`config.mk`:
```
export PLATFORM = sky130hd
export DESIGN_NAME = chardisp_host_seq
export DESIGN_NICKNAME = d
export VERILOG_FILES = /design/src/rtl/chardisp_pkg.sv /design/src/rtl/chardisp_addr_map.sv /design/src/rtl/chardisp_bus_cycle.sv /design/src/rtl/chardisp_host_seq.sv
export SDC_FILE = /design/constraint.sdc
export NUM_CORES = 1
export LEC_CHECK = 0
export BUFFER_PORTS_ARGS = -buffer_cell sky130_fd_sc_hd__buf_2
export CAP_MARGIN = 5
export CORE_MARGIN = 4
export CORE_UTILIZATION = 37
export CTS_CLUSTER_DIAMETER = 120
export DETAILED_ROUTE_END_ITERATION = 7
export PLACE_DENSITY = 0.59
export SLEW_MARGIN = 20
export SYNTH_ARGS = -nofsm -noshare
export SYNTH_HDL_FRONTEND = slang
export SYNTH_SLANG_ARGS = --single-unit
```
`constraint.sdc`:
```
create_clock -name clk -period 4 [get_ports clk]
set_clock_uncertainty 0.2 [all_clocks]
set_input_delay 0.2 -clock clk [delete_from_list [all_inputs] [get_ports clk]]
set_output_delay 0.2 -clock clk [all_outputs]
set_load 0.05 [all_outputs]
```
`src/rtl/chardisp_pkg.sv`:
```
package chardisp_pkg;

  typedef enum logic [1:0] {
    KIND_CURSOR = 2'd0,
    KIND_CHAR   = 2'd1,
    KIND_GLYPH  = 2'd2,
    KIND_RSVD   = 2'd3
  } req_kind_t;

  // Instruction byte that points the controller at a text position.
  function automatic logic [7:0] pos_cmd(input logic [6:0] addr);
    return {1'b1, addr};
  endfunction

  // Instruction byte that points the controller at glyph memory.
  function automatic logic [7:0] glyph_cmd(input logic [5:0] addr);
    return {2'b01, addr};
  endfunction

endpackage

```
`src/rtl/chardisp_addr_map.sv`:
```
module chardisp_addr_map #(
  parameter int ROW_W = 2,
  parameter int COL_W = 6,
  parameter int COLS  = 40
) (
  input  logic [ROW_W-1:0] row,
  input  logic [COL_W-1:0] col,
  output logic             ok,
  output logic [6:0]       addr
);
  localparam logic [6:0] LINE1_BASE = 7'h40;

  always_comb begin
    ok   = (row < ROW_W'(2)) && (int'(col) < COLS);
    addr = (row[0] ? LINE1_BASE : 7'h00) + 7'(col);
  end
endmodule

```
`src/rtl/chardisp_bus_cycle.sv`:
```
module chardisp_bus_cycle #(
  parameter int SETUP_CYC = 2,
  parameter int PULSE_CYC = 12,
  parameter int HOLD_CYC  = 2
) (
  input  logic       clk,
  input  logic       rst,
  input  logic       start,
  input  logic       rs_in,
  input  logic       rw_in,
  input  logic [7:0] wdata,
  output logic       done,
  output logic [7:0] rdata,
  output logic       lcd_rs,
  output logic       lcd_rw,
  output logic       lcd_e,
  output logic [7:0] lcd_d_out,
  output logic       lcd_d_oe,
  input  logic [7:0] lcd_d_in
);
  localparam int MAXC = (SETUP_CYC > PULSE_CYC) ?
                        ((SETUP_CYC > HOLD_CYC) ? SETUP_CYC : HOLD_CYC) :
                        ((PULSE_CYC > HOLD_CYC) ? PULSE_CYC : HOLD_CYC);
  localparam int CW = $clog2(MAXC + 1);

  typedef enum logic [1:0] {PH_IDLE, PH_SETUP, PH_PULSE, PH_HOLD} phase_t;
  phase_t         phase;
  logic [CW-1:0]  cnt;

  always_ff @(posedge clk) begin
    if (rst) begin
      phase     <= PH_IDLE;
      cnt       <= '0;
      done      <= 1'b0;
      rdata     <= 8'h00;
      lcd_rs    <= 1'b0;
      lcd_rw    <= 1'b1;
      lcd_e     <= 1'b0;
      lcd_d_out <= 8'h00;
      lcd_d_oe  <= 1'b0;
    end else begin
      done <= 1'b0;
      case (phase)
        PH_IDLE: if (start) begin
          lcd_rs    <= rs_in;
          lcd_rw    <= rw_in;
          lcd_d_out <= wdata;
          lcd_d_oe  <= !rw_in;
          cnt       <= CW'(SETUP_CYC - 1);
          phase     <= PH_SETUP;
        end
        PH_SETUP: if (cnt == '0) begin
          lcd_e <= 1'b1;
          cnt   <= CW'(PULSE_CYC - 1);
          phase <= PH_PULSE;
        end else cnt <= cnt - 1'b1;
        PH_PULSE: if (cnt == '0) begin
          lcd_e <= 1'b0;
          rdata <= lcd_d_in;
          cnt   <= CW'(HOLD_CYC - 1);
          phase <= PH_HOLD;
        end else cnt <= cnt - 1'b1;
        default: if (cnt == '0) begin
          done  <= 1'b1;
          phase <= PH_IDLE;
        end else cnt <= cnt - 1'b1;
      endcase
    end
  end
endmodule

```
`src/rtl/chardisp_host_seq.sv`:
```
module chardisp_host_seq
  import chardisp_pkg::*;
#(
  parameter int SETUP_CYC = 2,
  parameter int PULSE_CYC = 12,
  parameter int HOLD_CYC  = 2,
  parameter int MAX_POLLS = 1000,
  parameter int ROW_W     = 2,
  parameter int COL_W     = 6,
  parameter int COLS      = 40
) (
  input  logic             clk,
  input  logic             rst,
  input  logic             req_valid,
  output logic             req_ready,
  input  logic [1:0]       req_kind,
  input  logic [ROW_W-1:0] req_row,
  input  logic [COL_W-1:0] req_col,
  input  logic [5:0]       req_glyph_addr,
  input  logic [7:0]       req_data,
  output logic             lcd_rs,
  output logic             lcd_rw,
  output logic             lcd_e,
  output logic [7:0]       lcd_d_out,
  output logic             lcd_d_oe,
  input  logic [7:0]       lcd_d_in,
  output logic [6:0]       ac_value,
  output logic             req_error,
  output logic             poll_timeout
);
  localparam int PCW = $clog2(MAX_POLLS + 1);

  typedef enum logic [2:0] {S_IDLE, S_POLL, S_POLL_W, S_OP, S_OP_W} st_t;
  st_t st;

  logic       map_ok;
  logic [6:0] map_addr;
  chardisp_addr_map #(.ROW_W(ROW_W), .COL_W(COL_W), .COLS(COLS)) u_map (
    .row(req_row), .col(req_col), .ok(map_ok), .addr(map_addr)
  );

  req_kind_t      kind_in, kind_q;
  logic [7:0]     data_q, instr_q;
  logic           second_q;
  logic [PCW-1:0] poll_cnt;
  logic           reject, op_is_data;
  logic           bc_start, bc_rs, bc_rw, bc_done;
  logic [7:0]     bc_wdata, bc_rdata;

  always_comb begin
    kind_in    = req_kind_t'(req_kind);
    reject     = (kind_in == KIND_RSVD) || ((kind_in == KIND_CURSOR) && !map_ok);
    op_is_data = second_q || (kind_q == KIND_CHAR);
    bc_start   = (st == S_POLL) || (st == S_OP);
    bc_rw      = (st == S_POLL);
    bc_rs      = (st == S_OP) && op_is_data;
    bc_wdata   = (st != S_OP) ? 8'h00 : (op_is_data ? data_q : instr_q);
  end

  assign req_ready = (st == S_IDLE);

  chardisp_bus_cycle #(.SETUP_CYC(SETUP_CYC), .PULSE_CYC(PULSE_CYC), .HOLD_CYC(HOLD_CYC)) u_bus (
    .clk(clk), .rst(rst), .start(bc_start), .rs_in(bc_rs), .rw_in(bc_rw),
    .wdata(bc_wdata), .done(bc_done), .rdata(bc_rdata),
    .lcd_rs(lcd_rs), .lcd_rw(lcd_rw), .lcd_e(lcd_e), .lcd_d_out(lcd_d_out),
    .lcd_d_oe(lcd_d_oe), .lcd_d_in(lcd_d_in)
  );

  always_ff @(posedge clk) begin
    if (rst) begin
      st           <= S_IDLE;
      kind_q       <= KIND_CHAR;
      data_q       <= 8'h00;
      instr_q      <= 8'h00;
      second_q     <= 1'b0;
      poll_cnt     <= '0;
      ac_value     <= 7'h00;
      req_error    <= 1'b0;
      poll_timeout <= 1'b0;
    end else begin
      req_error    <= 1'b0;
      poll_timeout <= 1'b0;
      case (st)
        S_IDLE: if (req_valid) begin
          if (reject) req_error <= 1'b1;
          else begin
            kind_q   <= kind_in;
            data_q   <= req_data;
            instr_q  <= (kind_in == KIND_CURSOR) ? pos_cmd(map_addr) : glyph_cmd(req_glyph_addr);
            second_q <= 1'b0;
            poll_cnt <= '0;
            st       <= S_POLL;
          end
        end
        S_POLL: st <= S_POLL_W;
        S_POLL_W: if (bc_done) begin
          ac_value <= bc_rdata[6:0];
          if (!bc_rdata[7]) begin
            poll_cnt <= '0;
            st       <= S_OP;
          end else if (poll_cnt == PCW'(MAX_POLLS - 1)) begin
            poll_timeout <= 1'b1;
            st           <= S_IDLE;
          end else begin
            poll_cnt <= poll_cnt + 1'b1;
            st       <= S_POLL;
          end
        end
        S_OP: st <= S_OP_W;
        default: if (bc_done) begin
          if ((kind_q == KIND_GLYPH) && !second_q) begin
            second_q <= 1'b1;
            st       <= S_POLL;
          end else st <= S_IDLE;
        end
      endcase
    end
  end
endmodule

```
==> summary.txt, run 1 <==
Setup path
  • Reg2reg start: st[2]
  • Slowest cell on crit path: and2_1
  • CP endpoint kind: flop
  • CP max FO: 21
  • CP arrival: 2850 ps
  • CP startpoint: st[2]
  • R2r setup slk: 1260 ps
  • Worst path required time: 4100 ps
  • WP buf/inv: 1
  • Crit Path Category: reg -> reg
  • Worst path max stage delay: 710 ps
  • Critical path launch point type: flop
  • Crit-path cells: nor3_1, and2_1, a21oi_1, a311oi_1, dlygate4sd3_1
  • Crit path max-delay family: simple AND/OR/NAND/NOR gates

CTS
  • CTS Buf Count: 9
  • CTS clk-pin slew, worst paths: 80 ps
  • Root Buffer: clkbuf_8
  • Clk sinks: 68
  • Post-CTS setup buffers: 0
  • CTS tree: done
  • Post-CTS sizing: 0
  • Max clock buf depth: 2
  • CTS H-tree lvls: 3
  • Latest clock arrival within the worst-skew pair: 350 ps
  • Hold Buf Count CTS: 29

Timing
  • Max Fclk: 0.3643 GHz
  • Setup violations, final: 0
  • Post-route setup slack: 1255 ps
  • Max-slew headroom: 43.15%
  • Final Hold Violating Endpoints: 0
  • Setup_tns: 0 ps
  • RSZ-0062 raised after global routing: no
  • Final Critical Period: 2745 ps
  • Hold_ws: 22.92 ps
  • Fin crit share: 68.62%
  • Slew @ Worst Pin: 852.7 ps
  • Final Max Tran Viols: 0

Hold path
  • Hold Crit Start: req_row[0]
  • Hold Crit Class: in -> reg

Drt
  • Final WL: 8356 um
  • TritonRoute pass-1 iters: 4
  • Post-DRT Antenna Nets: 0
  • Via count: 3139
  • Vias per cell: 5.348
  • Avg WL per Cell: 14.24 um
  • DRC: 0
  • First DRT Iteration DRCs: 252

Final layout
  • Finished Layout Cells: 587
  • Layout cell share with drive strength beyond 1: 17.22%
  • Fillcell total: 833
  • Register area: 0.001361 sq mm
  • Antenna Cells: 0
  • Multi-input logic area: 0.001690 sq mm
  • Most frequent cells in the layout: dfxtp_1, a21oi_1, nand2_1, buf_2, o21ai_0
  • Area Growth Syn to Fin: 26.26%
  • Commonest non-fill, non-tap cell in the layout: dfxtp_1
  • Nets: 518

Logic synthesis
  • Syn Inst Count: 405
  • Largest area contributor in the netlist: dfxtp_1
  • Top cells by area, synth: dfxtp_1, a21oi_1, nand2_1
  • Synth Cell Area: 0.003226 sq mm
  • Netlist cell types: 52
  • Yosys warnings: 0
  • Ys flop type: dfxtp_1
  • Syn nets: 446
  • Synth Register Bits: 68
  • Async S/R FF share, synth: 0%
  • Sequential area share after synthesis: 42.20%
  • Average size of a mapped cell: 7.964 sq um
  • EDFF count, synth: 0
  • Share of the synthesized area in the top cell type: 42.20%

Pwr
  • Flop pwr share: 38.2%
  • P_leak: 1.574 nW
  • Clk pwr share: 32.0%
  • Pint: 0.001411 W
  • Sw Share: 34.42%
  • Gate power share: 29.8%
  • Sw Pwr: 0.0007407 W
  • Maximum VDD drop: 215.0 uV
  • P per Cell Area: 528.4 mW/mm^2

Global route
  • First-pass GRT wire length: 13820 um
  • Grt total ovfl: 0
  • Vias in the first global route: 2916
  • Antenna violations before repair: 0
  • GRT Util Overall: 16.76%
  • Largest net degree at the start of global routing: 63

Run
  • Max Cap Viol: 0

Floorplanning
  • Top-level port count: 57
  • Core Footprint: 0.008341 sq mm
  • Die width: 101.4 um
  • Die area: 0.01028 sq mm
  • Initial Util: 38.67%
  • Die Y: 101.4 um
  • Num rows: 33

Placement
  • Hpwl dp: 5547 um
  • Pre-CTS setup slack: 1582 ps
  • RePlAce Congestion: 0.8516
  • DP Cell Count: 542
  • IO buf count: 56

Run status
  • Status: completed
final timing paths:
path	cells past startpoint	endpoint
worst max-delay path	5	instr_q[4]
worst min-delay path	3	instr_q[6]
worst max register to register	5	instr_q[4]
worst min register to register	2	ac_value[6]
power by group through the flow:
stage               combinational, W  sequential (W)  clock (W)
floorplan                   0.000465        0.000845          0
global placement            0.000601        0.000836          0
detailed placement          0.000602        0.000836          0
CTS                         0.000639        0.000821   0.000704
global route                0.000718        0.000833   0.000732
finish                      0.000641        0.000823   0.000688
state kept, by name, indices dropped and copies added (netlist names), 2 cells and up:
name	count
u_bus.lcd_d_out	8
u_bus.cnt	4
poll_cnt	10
u_bus.phase	2
u_bus.rdata	8
kind_q	2
instr_q	8
data_q	8
ac_value	7
st	3
per-layer routing:
layer	vias up	share of wire (%)	global-route usage (%)
li1	1606	-	-
met1	1455	46	21.70
met2	70	47	27.06
met3	8	5.3	5.234
met4	0	1.4	4.499
met5	-	0	0
synthesized netlist by cell type, drive strengths merged, types with 2 or more instances:
library cell,number
dfxtp,68
a21oi,58
nand2,57
o21ai,37
nor2,22
inv,17
nand3,17
clkbuf,15
and3,12
buf,11
a21boi,8
a311oi,7
ha,6
nor3,6
nand4,5
a31oi,4
o211ai,4
o311ai,4
and2,3
or2,3
or4,3
a211oi,2
a221oi,2
nand2b,2
nand3b,2
nor2b,2
nor3b,2
nor4,2
nor4b,2
nor4bb,2
o22ai,2
o31ai,2
or3b,2
cell type report:
class,instances,share of cell area (%)
clock inverters,6,2.765
multi-input cells,294,41.51
well taps,105,3.226
inverters,17,1.567
flip-flops and latches,68,33.43
clock buffers,10,3.134
repair buffers,87,14.38
worst reg2reg max path, cell delays in order, from the launching register on:
cell and delay, ps:
dfxtp_1 450, nor3_1 330, and2_1 710, a21oi_1 190, a311oi_1 260, dlygate4sd3_1 570
kinds of logic (layout without fill, tap and decap cells):
logic type | after synthesis | after routing | synth area share, %
mux | 1 | 1 | 0.3103
simple gates | 147 | 147 | 22.65
fa+ha+maj | 6 | 6 | 2.327
flops | 68 | 68 | 42.20
compound gates | 139 | 139 | 26.84
xor+xnor | 1 | 1 | 0.2716
buf+inv | 43 | 120 | 5.392
per-stage QoR:
step / utilization, % / area (sq um) / power (W)
6_report: 48.83 / 4073 / 0.002152
5_1_grt: 48.83 / 4073 / 0.002283
4_1_cts: 48.83 / 4073 / 0.002165
3_5_place_dp: 42.47 / 3542 / 0.001438
3_3_place_gp: 42.47 / 3542 / 0.001436
2_1_floorplan: - / 3226 / 0.001310
Power figures use the tool's default switching activity.
==> run 2, diff against run 1 <==
clock period = 2.9 ns   (was 4 ns; I/O delays follow)
==> run 2 against run 1 <==
  * Cell area grew 2.3%
  * Setup slack worse by 980 ps
  * Non-clock buffer count is 7 higher
  * Sequential power rose by 39%
  * Hold slack gained 170 ps
  * Power up 44%
  * Largest power group unchanged
  * Largest cell class unchanged
  * Clock-buffer cell count down 1
  * Sequential cell count unchanged
  * Core utilization up 1.1 points
  * Highest routed layer unchanged
  * Register-to-register slack got worse by 980 ps
  * Critical endpoint is now instr_q[5]
  * Die area did not move
==> summary.txt, run 2 (synthesized netlist as in run 1, its figures left out) <==
Timing
  • Fin crit share: 90.62%
  • Max-slew headroom: 50.45%
  • Final Max Tran Viols: 0
  • Slew @ Worst Pin: 743.2 ps
  • Setup_tns: 0 ps
  • Final Hold Violating Endpoints: 0
  • Post-route setup slack: 272.1 ps
  • Final Critical Period: 2628 ps
  • Setup violations, final: 0
  • Max Fclk: 0.3805 GHz
  • RSZ-0062 raised after global routing: no

Final layout
  • Antenna Cells: 0
  • Area Growth Syn to Fin: 29.13%
  • Most frequent cells in the layout: dfxtp_1, a21oi_1, nand2_1, buf_2, o21ai_0
  • Max reg flops: 10
  • Largest Register: poll_cnt
  • Nets: 525
  • Register area: 0.001361 sq mm
  • Fillcell total: 820
  • Layout cell share with drive strength beyond 1: 18.20%
  • Multi-input logic area: 0.001698 sq mm
  • Commonest non-fill, non-tap cell in the layout: dfxtp_1

Drt
  • DRC: 0
  • Via count: 3133
  • Post-DRT Antenna Nets: 0
  • Vias per cell: 5.274
  • Final WL: 8443 um
  • Avg WL per Cell: 14.21 um
  • TritonRoute pass-1 iters: 4
  • First DRT Iteration DRCs: 201

CTS
  • Root Buffer: clkbuf_8
  • Max clock buf depth: 2
  • Clk sinks: 68
  • Post-CTS setup buffers: 0
  • CTS clk-pin slew, worst paths: 80 ps
  • CTS H-tree lvls: 3
  • CTS Buf Count: 9
  • Latest clock arrival within the worst-skew pair: 350 ps
  • CTS tree: done

Setup path
  • FF-to-FF End: instr_q[5]
  • Crit Path Category: reg -> reg
  • R2r setup slk: 270 ps
  • Crit path max-delay family: simple AND/OR/NAND/NOR gates
  • Crit-path cells: nor3_2, nand2_1, nor2_2, a311oi_1, dlygate4sd3_1
  • CP max FO: 15
  • CP endpoint kind: flop
  • Slowest cell on crit path: dlygate4sd3_1
  • Reg2reg start: st[2]
  • Reg2reg path depth: 5
  • WP buf/inv: 1
  • Worst path required time: 2940 ps
  • Critical path launch point type: flop
  • CP arrival: 2670 ps
  • CP Depth: 5
  • Worst path max stage delay: 590 ps

Placement
  • RePlAce Congestion: 0.8980
  • IO buf count: 56
  • Hpwl dp: 5616 um
  • Pre-CTS setup slack: 589.1 ps

Global route
  • Antenna violations before repair: 0
  • First-pass GRT wire length: 13710 um
  • Vias in the first global route: 2927
  • Grt total ovfl: 0
  • Largest net degree at the start of global routing: 62
  • GRT Util Overall: 16.61%

Floorplanning
  • Top-level port count: 57
  • Die Y: 101.4 um
  • Die area: 0.01028 sq mm
  • Num rows: 33
  • Initial Util: 38.67%
  • Core Footprint: 0.008341 sq mm
  • Die width: 101.4 um

Hold path
  • Hold Crit Start: req_valid
  • Hold Crit Class: in -> reg
  • Hold worst-path end: req_error
  • Hold depth: 3

Pwr
  • P_leak: 1.617 nW
  • Total power: 0.003097 W
  • P per Cell Area: 743.5 mW/mm^2
  • Maximum VDD drop: 463.8 uV

Run status
  • Status: completed

Run
  • Max Cap Viol: 0
[run 2: changes by cell type in the layout (fill, tap and decap cells not counted), sizes merged]
cell         delta
clkbuf          -1
bufinv          +1
buf             +3
dlygate4sd3     +4
[run 2: stage by stage]
step,instances,utilization (%),hold slack (ps),area (sq um)
after floorplan,405,-,80.96,3226
after global placement,545,42.74,194.6,3565
after detailed placement,545,42.74,197.4,3565
after CTS,594,49.85,164.8,4158
after global routing,594,49.94,239.0,4165
final,594,49.94,188.7,4165
[run 2: worst min-delay path: stages]
cell and delay, ps:
buf_2 100, nand2_1 310, nor3_1 110
[run 2: how the worst max path moves through the flow]
stage / startpoint / endpoint
finish: st[2] / instr_q[5]
global route: req_kind[0] / instr_q[3]
CTS: st[2] / instr_q[5]
detailed placement: st[2] / instr_q[5]
global placement: st[2] / instr_q[1]
floorplan: st[0] / instr_q[7]
[run 2: layer usage]
metal / up-vias / wire length (um) / track usage (%)
met1: 1443 / 3949 / 21.29
met2: 63 / 4073 / 27.52
met5: - / 0 / 0
met4: 0 / 102 / 5.521
li1: 1618 / - / -
met3: 9 / 317 / 3.857
[run 2: cell type report]
cell class | instances | share of cell area [%]
Multi-Input combinational cell | 294 | 40.76
Tap cell | 105 | 3.154
Sequential cell | 68 | 32.68
Timing Repair Buffer | 94 | 15.56
Inverter | 17 | 1.532
Clock buffer | 9 | 2.974
Clock inverter | 7 | 3.334
[run 2: repair_timing]
action	4_1_cts	5_1_grt
hold buffers	33	0
setup endpoints to repair	0	6
hold endpoints to repair	26	0
resized for setup	0	2
[run 2: report_power, final]
group	total [W]	internal, W	switching [W]
Combinational	0.000923	0.000355	0.000568
Clock	0.00103	0.000657	0.000377
Sequential	0.00114	0.00104	0.0000980
Total	0.00310	0.00205	0.00104
